### src/rtl/buck_seq_pkg.sv
`timescale 1ns/1ps
package buck_seq_pkg;
    localparam int FREQ_W   = 3;
    localparam int MODE_W   = 3;
    localparam int SEL_W    = 2;
    localparam int FCCM_BIT = 2;

    typedef enum logic [2:0] {
        ST_IDLE  = 3'd0,
        ST_CAL   = 3'd1,
        ST_RAMP  = 3'd2,
        ST_RUN   = 3'd3,
        ST_FAULT = 3'd4
    } seq_state_t;
endpackage

### src/rtl/buck_cal_timer.sv
`timescale 1ns/1ps
module buck_cal_timer #(
    parameter int CAL_TICKS = 250,
    parameter int FREQ_W    = 3
) (
    input  logic              clk,
    input  logic              rst_n,
    input  logic              active,
    input  logic [FREQ_W-1:0] freq_sel,
    output logic              done,
    output logic [FREQ_W-1:0] freq_code
);
    localparam int CNT_W = $clog2(CAL_TICKS + 1);

    logic [CNT_W-1:0] cnt;

    assign done = active && (cnt == CNT_W'(CAL_TICKS - 1));

    always_ff @(posedge clk or negedge rst_n) begin
        if (!rst_n) begin
            cnt       <= '0;
            freq_code <= '0;
        end else begin
            if (!active || done) cnt <= '0;
            else                 cnt <= cnt + CNT_W'(1);
            if (done) freq_code <= freq_sel;
        end
    end
endmodule

### src/rtl/buck_ss_ramp.sv
`timescale 1ns/1ps
module buck_ss_ramp #(
    parameter int REF_W      = 10,
    parameter int REF_FULL   = 600,
    parameter int BASE_TICKS = 700,
    parameter int SEL_W      = 2
) (
    input  logic             clk,
    input  logic             rst_n,
    input  logic             clr,
    input  logic             go,
    input  logic [SEL_W-1:0] ss_sel,
    output logic [REF_W-1:0] ref_word,
    output logic             full_next
);
    localparam int N_DUR   = 1 << SEL_W;
    localparam int MAX_DUR = BASE_TICKS << (N_DUR - 1);
    localparam int ACC_W   = $clog2(MAX_DUR + REF_FULL + 1);

    logic [ACC_W-1:0] dur_tab [N_DUR];
    logic [ACC_W-1:0] acc, acc_sum, dur;
    logic             step;

    for (genvar i = 0; i < N_DUR; i++) begin : g_dur
        assign dur_tab[i] = ACC_W'(BASE_TICKS << i);
    end

    assign dur       = dur_tab[ss_sel];
    assign acc_sum   = acc + ACC_W'(REF_FULL);
    assign step      = (acc_sum >= dur);
    assign full_next = step && (ref_word == REF_W'(REF_FULL - 1));

    always_ff @(posedge clk or negedge rst_n) begin
        if (!rst_n) begin
            acc      <= '0;
            ref_word <= '0;
        end else if (clr) begin
            acc      <= '0;
            ref_word <= '0;
        end else if (go) begin
            if (step) begin
                acc      <= acc_sum - dur;
                ref_word <= ref_word + REF_W'(1);
            end else begin
                acc      <= acc_sum;
            end
        end
    end
endmodule

### src/rtl/buck_start_seq.sv
`timescale 1ns/1ps
module buck_start_seq
    import buck_seq_pkg::*;
#(
    parameter int CAL_TICKS  = 250,
    parameter int BASE_TICKS = 700,
    parameter int REF_W      = 10,
    parameter int REF_FULL   = 600
) (
    input  logic              clk,
    input  logic              rst_n,
    input  logic              en,
    input  logic              supply_ok,
    input  logic              therm_ok,
    input  logic              pgood,
    input  logic              restart_req,
    input  logic [MODE_W-1:0] mode_code,
    input  logic [FREQ_W-1:0] freq_sel,
    output logic              ldo_en,
    output logic              sw_inhibit,
    output logic [FREQ_W-1:0] freq_code,
    output logic              ss_done,
    output logic              fccm_en,
    output logic [REF_W-1:0]  ref_word
);
    seq_state_t        state, nxt;
    logic [MODE_W-1:0] mode_q;
    logic              cal_done, full_next, health_bad;
    logic              ramp_clr, ramp_go, fresh;

    assign health_bad = !supply_ok || !therm_ok;

    buck_cal_timer #(.CAL_TICKS(CAL_TICKS), .FREQ_W(FREQ_W)) u_cal (
        .clk(clk), .rst_n(rst_n), .active(state == ST_CAL),
        .freq_sel(freq_sel), .done(cal_done), .freq_code(freq_code)
    );

    buck_ss_ramp #(.REF_W(REF_W), .REF_FULL(REF_FULL),
                   .BASE_TICKS(BASE_TICKS), .SEL_W(SEL_W)) u_ramp (
        .clk(clk), .rst_n(rst_n), .clr(ramp_clr), .go(ramp_go),
        .ss_sel(mode_q[SEL_W-1:0]), .ref_word(ref_word), .full_next(full_next)
    );

    // next-state decision
    always_comb begin
        nxt = state;
        unique case (state)
            ST_IDLE:  if (en) nxt = ST_CAL;
            ST_CAL:   if (cal_done) nxt = health_bad ? ST_FAULT : ST_RAMP;
            ST_RAMP: begin
                if (health_bad)       nxt = ST_FAULT;
                else if (restart_req) nxt = ST_RAMP;
                else if (full_next)   nxt = ST_RUN;
            end
            ST_RUN: begin
                if (health_bad)       nxt = ST_FAULT;
                else if (restart_req) nxt = ST_RAMP;
            end
            ST_FAULT: if (!health_bad) nxt = ST_RAMP;
            default:  nxt = ST_IDLE;
        endcase
        if (!en) nxt = ST_IDLE;
    end

    // state register
    always_ff @(posedge clk or negedge rst_n) begin
        if (!rst_n) state <= ST_IDLE;
        else        state <= nxt;
    end

    // outputs and ramp control
    always_comb begin
        ldo_en     = (state != ST_IDLE);
        sw_inhibit = !((state == ST_RAMP) || (state == ST_RUN));
        fresh      = (nxt == ST_RAMP) && ((state != ST_RAMP) || restart_req);
        ramp_clr   = !((nxt == ST_RAMP) || (nxt == ST_RUN)) || fresh;
        ramp_go    = (state == ST_RAMP) && !ramp_clr;
    end

    // registered side outputs and the captured mode
    always_ff @(posedge clk or negedge rst_n) begin
        if (!rst_n) begin
            mode_q  <= '0;
            fccm_en <= 1'b0;
            ss_done <= 1'b0;
        end else begin
            if ((state == ST_IDLE) && en) mode_q <= mode_code;
            fccm_en <= (nxt == ST_RUN) && mode_q[FCCM_BIT] && (fccm_en || pgood);
            ss_done <= (state == ST_RAMP) && (nxt == ST_RUN);
        end
    end
endmodule

### config.mk
export PLATFORM = sky130hd
export DESIGN_NAME = buck_start_seq
export DESIGN_NICKNAME = d
export VERILOG_FILES = /design/src/rtl/buck_seq_pkg.sv /design/src/rtl/buck_cal_timer.sv /design/src/rtl/buck_ss_ramp.sv /design/src/rtl/buck_start_seq.sv
export SDC_FILE = /design/constraint.sdc
export NUM_CORES = 1
export LEC_CHECK = 0
export CAP_MARGIN = 0
export CORE_MARGIN = 2
export CORE_UTILIZATION = 35
export CTS_BUF_LIST = sky130_fd_sc_hd__clkbuf_8 sky130_fd_sc_hd__clkbuf_16
export DETAILED_ROUTE_END_ITERATION = 10
export GPL_TIMING_DRIVEN = 0
export PLACE_DENSITY = 0.51
export SLEW_MARGIN = 20
export SYNTH_ARGS = -nofsm -noshare
export SYNTH_HDL_FRONTEND = slang
export SYNTH_SLANG_ARGS = --single-unit
### constraint.sdc
create_clock -name clk -period 3.8 [get_ports clk]
set_input_delay 0.76 -clock clk [delete_from_list [all_inputs] [get_ports clk]]
set_output_delay 0.76 -clock clk [all_outputs]
set_load 0.1 [all_outputs]
==> impl_results.md, run 1 <==
* Clock tree buffer depth at 2
* Final period utilization at 92.22%
* Final setup fails at 0
* Vias per std cell at 5.285
* Sw power at 268.0 uW
* Layout net count at 378
* Reg2Reg Setup Slack at 0.30 ns
* Post-Syn Instances at 313
* Cell taking the most area after synthesis: dfrtp_1
* Clock network fraction of design power at 35.0%
* Unrepaired setup endpoints after global routing: yes
* Worst-path cell chain: inv_2 > ha_2 > nand2b_1 > a21oi_2 > o21ai_0 > xnor2_1 > ha_1 > buf_2 > nand3_1 > nor3_1 > a211oi_4 > a21oi_1 > a21oi_1 > a31o_2
* EDFF count, synth at 0
* HPWL Detailed at 5.150 mm
* Initial core utilization at 35.53%
* Max Clock Freq at 285.4 MHz
* Post-DRT Antenna Nets at 0
* Sequential area share after synthesis at 37.04%
* Yosys top cell area share at 37.04%
* Row cnt at 32
* Post-Syn Nets at 341
* Utilization after layout at 42.80%
* Clock Sinks at 40
* FF+latch count, synth at 40
* Total GRT Usage at 17.31%
* Commonest cells post-synth: dfrtp_1 (40), nor2_1 (38), a21oi_1 (27)
* Cell Area, Synth at 2703 um^2
* CP delay by family, top: compound AO/OA/AOI/OAI gates
* Bufs and invs on worst path at 2
* Gate power share at 19.4%
* Most frequent cell after synthesis: dfrtp_1
* Switching part of the total power at 27.64%
* CP startpoint kind: flop
* Drt first pass iters at 4
* CP arrival at 3.69 ns
* Most common flop cell mapped by yosys: dfrtp_1
* CTS root buffer: clkbuf_8
* DIE AREA at 8441 um^2
* Inserted Clock Buffers at 5
* Iteration-0 DRC Markers at 143
* Vias in the first global route at 2331
* Synth warnings at 0
* Post-synthesis cell type count at 50
* CP dominant cell by count: a21oi_1
* Clk_lat worst skew at 0.29 ns
* CTS H-tree lvls at 2
* Area grow syn2layout at 20.46%
* Top cells by area, synth: dfrtp_1 (37%), ha_1 (6.5%), xnor2_1 (5.5%)
* Hold Path Class: input pin to asynchronous set/reset pin
* Crit path capture type: flop
* Mean routed wirelength per cell at 15.08 um
* DRC Markers at 0
* Initial antenna violation count at 0
* Fin. max-slew vios at 0
* Worst vdd ir at 0.1543 mV
* Outcome: finished, final reports clean
* Largest net degree at the start of global routing at 31
* Clock Skew at 0.004427 ns
* Worst Tran Pin Value at 0.9781 ns
* Global-route wire length before repair at 11.68 mm
* Layout cells sized above 1 at 9.972%
* Die H at 91.88 um
* Total negative slack at 0 ns
* Placer congestion estimate at 0.8286
* DIE WIDTH at 91.88 um
* Clk slew on worst S/H paths at 0.08 ns
* Core ar. at 7607 um^2
* Fill count at 790
* Ant. Diodes at 0
* Multi-input logic area at 1590 um^2
* Vias post-DR at 2394
* Setup CP Type: flop to flop
* Relative slew margins at 34.59%
* Seq pwr share at 45.6%
* Clock period minus worst slack at 3.504 ns
* Power per Cell Area at 297.9 nW/um^2
* WL final at 6.829 mm
* Crit-path slowest cell: a21oi_1
* Count of buffers from port buffering at 29
* Async S/R FF share, synth at 100.0%
* Critical Path Max Stage Delay at 0.58 ns
* Register Area at 1001 um^2
* CTS tree: yes
* Synth Area per Inst at 8.634 um^2
* Int Pwr at 701.8 uW
* IO Count at 30
* Hold Buf Count CTS at 0
* Leakage at 1.310 nW
* Max-Cap Viols at 0
* Req. time, crit path at 3.99 ns
* Remaining Overflow, GRT at 0
* Worst-path maximum fanout at 10
* Final hold violations at 0
==> layer usage <==
metal  track usage (%)  share of wire (%)
met1             23.88                 49
met2             28.06                 46
met3             2.383                3.2
met4             5.721                1.9
met5                 0                  0
==> power by group through the flow <==
stage	registers, mW	logic (mW)	clock network [mW]
floorplan	0.448	0.128	0
global placement	0.451	0.185	0
detailed placement	0.450	0.188	0
CTS	0.442	0.189	0.354
global route	0.444	0.215	0.367
finish	0.442	0.188	0.340
==> sequential cells by signal, summed over array words and instances (netlist names) <==
register,count
fccm_en,1
mode_q,3
ss_done,1
state,3
u_cal.cnt,8
u_cal.freq_code,3
u_ramp.acc,11
u_ramp.ref_word,10
==> final cells by class <==
cell class	count	area share, %
Inverter	17	1.960
Multi-Input combinational cell	244	48.85
Sequential cell	40	30.75
Timing Repair Buffer	30	9.377
Clock buffer	5	2.114
Clock inverter	3	1.191
Buffer	12	1.845
Tap cell	102	3.920
==> timing repair <==
item,4_1_cts,5_1_grt
endpoints found under the setup margin,0,22
gates resized for setup,0,5
setup buffers,0,0
==> metrics by stage <==
step	setup slack, ns	hold slack (ns)	total power, mW	cells	instance area [um^2]
after floorplan	0.6239	0.4608	0.5759	313	2703
after CTS	0.1008	0.3365	0.9849	453	3243
after global placement	0.1159	0.4837	0.6352	444	3120
after global routing	-0.009030	0.3543	1.026	453	3256
after detailed placement	0.1287	0.4897	0.6385	445	3136
final	0.2958	0.3364	0.9698	453	3256
==> logic make-up (layout without fill, tap and decap cells) <==
| kind of cell | count (synthesis) | after routing | share of synthesized area (%) |
|---|---|---|---|
| xor+xnor | 24 | 24 | 8.056 |
| simple gates | 121 | 121 | 22.32 |
| mux | 10 | 10 | 4.028 |
| fa+ha+maj | 15 | 15 | 7.222 |
| flops | 40 | 40 | 37.04 |
| buf+inv | 29 | 67 | 4.351 |
| compound gates | 74 | 74 | 16.99 |
==> path summary, 6_finish.rpt <==
path                                            from                             end  depth (start not counted)
max in group asynchronous                      rst_n          u_cal.cnt[2]$_DFF_PN0_                          2
hold reg to reg               u_cal.cnt[0]$_DFF_PN0_          u_cal.cnt[0]$_DFF_PN0_                          1
min in group clk              u_cal.cnt[0]$_DFF_PN0_          u_cal.cnt[0]$_DFF_PN0_                          1
setup reg to reg           u_ramp.acc[3]$_DFFE_PN0P_  u_ramp.ref_word[2]$_DFFE_PN0P_                         14
setup / recovery           u_ramp.acc[3]$_DFFE_PN0P_  u_ramp.ref_word[2]$_DFFE_PN0P_                         14
hold / removal                                 rst_n  u_ramp.ref_word[9]$_DFFE_PN0P_                          1
==> placed cells by master, fill, tap and decap left out, types with 5 or more instances in the layout <==
master,instances
nor2_1,38
a21oi_1,26
clkdlybuf4s50_1,28
clkbuf_1,6
ha_1,13
inv_1,17
xor2_1,6
a31oi_1,7
o21ai_0,21
dfrtp_1,40
nand3_1,11
mux2_2,7
clkbuf_8,5
nand4_1,8
nand2_1,24
nor3_1,5
or3_1,6
xnor2_1,17
(Power assumes the default switching activity.)
==> run 2: changes to the inputs <==
--- a/config.mk
+++ b/config.mk
@@ -6,12 +6,12 @@
 export NUM_CORES = 1
 export LEC_CHECK = 0
 export CAP_MARGIN = 0
-export CORE_MARGIN = 2
 export CORE_UTILIZATION = 35
 export CTS_BUF_LIST = sky130_fd_sc_hd__clkbuf_8 sky130_fd_sc_hd__clkbuf_16
 export DETAILED_ROUTE_END_ITERATION = 10
 export GPL_TIMING_DRIVEN = 0
 export PLACE_DENSITY = 0.51
+export REMOVE_ABC_BUFFERS = 1
 export SLEW_MARGIN = 20
 export SYNTH_ARGS = -nofsm -noshare
 export SYNTH_HDL_FRONTEND = slang
==> impl_results.md, run 2 (synthesis results as in run 1) <==
* Outcome: finished, final reports clean
* Mean routed wirelength per cell at 15.04 um (-0.20%)
* Fin. max-slew vios at 0 (unchanged)
* Final setup fails at 0 (unchanged)
* DIE WIDTH at 89.88 um (-2.2%)
* Power per Cell Area at 298.5 nW/um^2 (+0.22%)
* Leakage at 1.326 nW (+1.2%)
* Most common cell after layout, fill and taps aside: dfrtp_1
* Largest net degree at the start of global routing at 24 (-23%)
* Vias post-DR at 2379 (-0.63%)
* Setup CP Type: flop to flop
* Int Pwr at 705.7 uW (+0.55%)
* Initial core utilization at 36.67% (+1.1 points)
* Layout cells sized above 1 at 11.82% (+1.8 points)
* Ant. Diodes at 0 (unchanged)
* Relative slew margins at 34.80% (+0.21 points)
* Placer congestion estimate at 0.7560 (-8.8%)
* Worst vdd ir at 0.1604 mV (+4.0%)
* CTS root buffer: clkbuf_8
* Total chip power at 985.8 uW (+1.6%)
* WL final at 6.710 mm (-1.7%)
* Clock network fraction of design power at 35.0% (about the same)
* DRC Markers at 0 (unchanged)
* M1 WL at 3.365 mm (+1.5%)
* HPWL Detailed at 4.761 mm (-7.6%)
* Routed wl met3 at 247 um (+13%)
* Largest registers: u_ramp.acc (11), u_ramp.ref_word (10), u_cal.cnt (8)
* Clock tree buffer depth at 2 (unchanged)
* IO Count at 30 (unchanged)
* Area grow syn2layout at 22.18%
* Max Clock Freq at 282.2 MHz (-1.1%)
* Worst-path cell chain: inv_1 > ha_1 > nand2b_1 > a21oi_2 > o21ai_0 > xnor2_1 > ha_2 > o21ai_0 > a31oi_1 > a211oi_4 > buf_4 > a2111oi_1 > xnor2_1 > nor2_1
* Total negative slack at 0 ns (unchanged)
* Global-route wire length before repair at 11.05 mm (-5.4%)
* Row cnt at 31 (-3.1%)
* Core ar. at 7370 um^2 (-3.1%)
* Post-DRT Antenna Nets at 0 (unchanged)
* Final period utilization at 93.26% (+1.0 points)
* Inserted Clock Buffers at 5 (unchanged)
* Capturing point of the worst reg2reg path: u_ramp.ref_word[8]$_DFFE_PN0P_
* CP startpoint kind: flop
* Vias per std cell at 5.334 (+0.93%)
* Max-Cap Viols at 0 (unchanged)
* Final hold violations at 0 (unchanged)
* Die H at 89.88 um (-2.2%)
* Crit path capture type: flop
* Gate power share at 19.9% (+0.5 points)
* Most frequent cells in the layout: dfrtp_1 (40), nor2_1 (38), clkdlybuf4s50_1 (28)
* Initial antenna violation count at 0 (unchanged)
* Remaining Overflow, GRT at 0 (unchanged)
* Bufs and invs on worst path at 2 (unchanged)
* Switching part of the total power at 28.41% (+0.78 points)
* Fill count at 743 (-5.9%)
* Drt first pass iters at 4 (unchanged)
* Clk_lat worst skew at 0.29 ns (about the same)
* Worst r2r path cells at 14 (unchanged)
* CTS H-tree lvls at 2 (unchanged)
* Reg2Reg Setup Slack at 0.26 ns (-0.04 ns)
* Clk slew on worst S/H paths at 0.08 ns (about the same)
* Total GRT Usage at 16.92% (-0.39 points)
* Crit-path slowest cell: a2111oi_1
* CP delay by family, top: compound AO/OA/AOI/OAI gates
* Hold Path Class: input pin to asynchronous set/reset pin
* Iteration-0 DRC Markers at 109 (-24%)
* Vias in the first global route at 2223 (-4.6%)
* Levels on crit path at 14 (unchanged)
* Worst-path maximum fanout at 10 (unchanged)
* Clock Skew at 0.005529 ns (+0.001102 ns)
* Unrepaired setup endpoints after global routing: yes
* CTS tree: yes
* CP arrival at 3.72 ns (+0.03 ns)
* Worst Tran Pin Value at 0.9749 ns (-0.003174 ns)
* Clock Sinks at 40 (unchanged)
* Max FFs per register at 11 (unchanged)
* Clock period minus worst slack at 3.544 ns (+0.03965 ns)
* Seq pwr share at 45.0% (-0.6 points)
* DR top layer: met4
* Met2 wire length at 2.982 mm (-5.7%)
* Sw power at 280.1 uW (+4.5%)
* Critical Path Max Stage Delay at 0.47 ns (-0.11 ns)
* Crit Reg-Reg Startpoint: u_ramp.acc[3]$_DFFE_PN0P_
* Req. time, crit path at 3.98 ns (about the same)
* Layout net count at 374 (-1.1%)
* Count of buffers from port buffering at 29 (unchanged)
* Reg with most FFs: u_ramp.acc
* DIE AREA at 8078 um^2 (-4.3%)
## run 2: cell count changes in the layout (fill, tap and decap cells not counted), sizes merged
cell / change
a211oi: +1
buf: +3
clkbuf: -8
## run 2: power by group through the flow
stage | registers [mW] | logic [mW] | clock network, mW
2_1_floorplan | 0.449 | 0.121 | 0
3_3_place_gp | 0.452 | 0.175 | 0
3_5_place_dp | 0.453 | 0.177 | 0
4_1_cts | 0.444 | 0.181 | 0.357
5_1_grt | 0.445 | 0.220 | 0.373
6_report | 0.444 | 0.196 | 0.345
## run 2: metal layers
metal	vias up	global-route usage, %
met5	-	0
met4	0	5.242
met3	12	3.299
met2	42	26.86
met1	1143	23.27
li1	1182	-
## run 2: cell type report
cell class | count | area [um^2] | share of cell area (%)
sequential | 40 | 1001 | 30.31
clock inverter | 3 | 38.79 | 1.175
tap | 99 | 123.9 | 3.751
clock buffer | 5 | 68.82 | 2.084
inverter | 17 | 63.81 | 1.933
multi-input combinational | 245 | 1635 | 49.53
timing repair buffer | 37 | 370.4 | 11.22
## run 2: worst max-delay path by stage
stage	from	endpoint	slack, ns
after global placement	u_ramp.acc[3]$_DFFE_PN0P_	u_ramp.acc[9]$_DFFE_PN0P_	-0.23
after global routing	u_ramp.acc[3]$_DFFE_PN0P_	u_ramp.ref_word[7]$_DFFE_PN0P_	-0.03
after floorplan	u_ramp.acc[3]$_DFFE_PN0P_	u_ramp.acc[9]$_DFFE_PN0P_	0.54
after detailed placement	u_ramp.acc[3]$_DFFE_PN0P_	u_ramp.acc[6]$_DFFE_PN0P_	-0.23
after CTS	u_ramp.acc[3]$_DFFE_PN0P_	u_ramp.acc[7]$_DFFE_PN0P_	0.005
final	u_ramp.acc[3]$_DFFE_PN0P_	u_ramp.ref_word[8]$_DFFE_PN0P_	0.26
## run 2: worst reg2reg max path, delay by kind of cell (launching register included)
| family | cells | cell delay, ns |
|---|---|---|
| fa+ha+maj | 2 | 0.71 |
| simple gates | 2 | 0.24 |
| flops | 1 | 0.40 |
| xor+xnor | 2 | 0.36 |
| buf+inv | 2 | 0.32 |
| compound gates | 6 | 1.41 |
## run 2: repair_timing
| action | CTS | global route |
|---|---|---|
| pin swaps | 1 | 5 |
| setup buffers | 1 | 6 |
| resized for setup | 1 | 9 |
| cloned | 0 | 1 |
| setup endpoints to repair | 14 | 19 |
| hold buffers | 0 | 0 |
| endpoints found under the hold margin | 0 | 0 |
## run 2: stage by stage
stage | setup WS [ns] | instance area [um^2] | utilization, % | cells | hold WS [ns]
finish | 0.2561 | 3302 | 44.80 | 446 | 0.4067
global route | -0.02540 | 3302 | 44.80 | 446 | 0.4307
CTS | 0.004953 | 3194 | 43.34 | 439 | 0.4085
detailed placement | -0.2280 | 3078 | 41.77 | 430 | 0.4936
global placement | -0.2281 | 3063 | 41.56 | 429 | 0.4843
floorplan | 0.5364 | 2649 | - | 301 | 0.4608
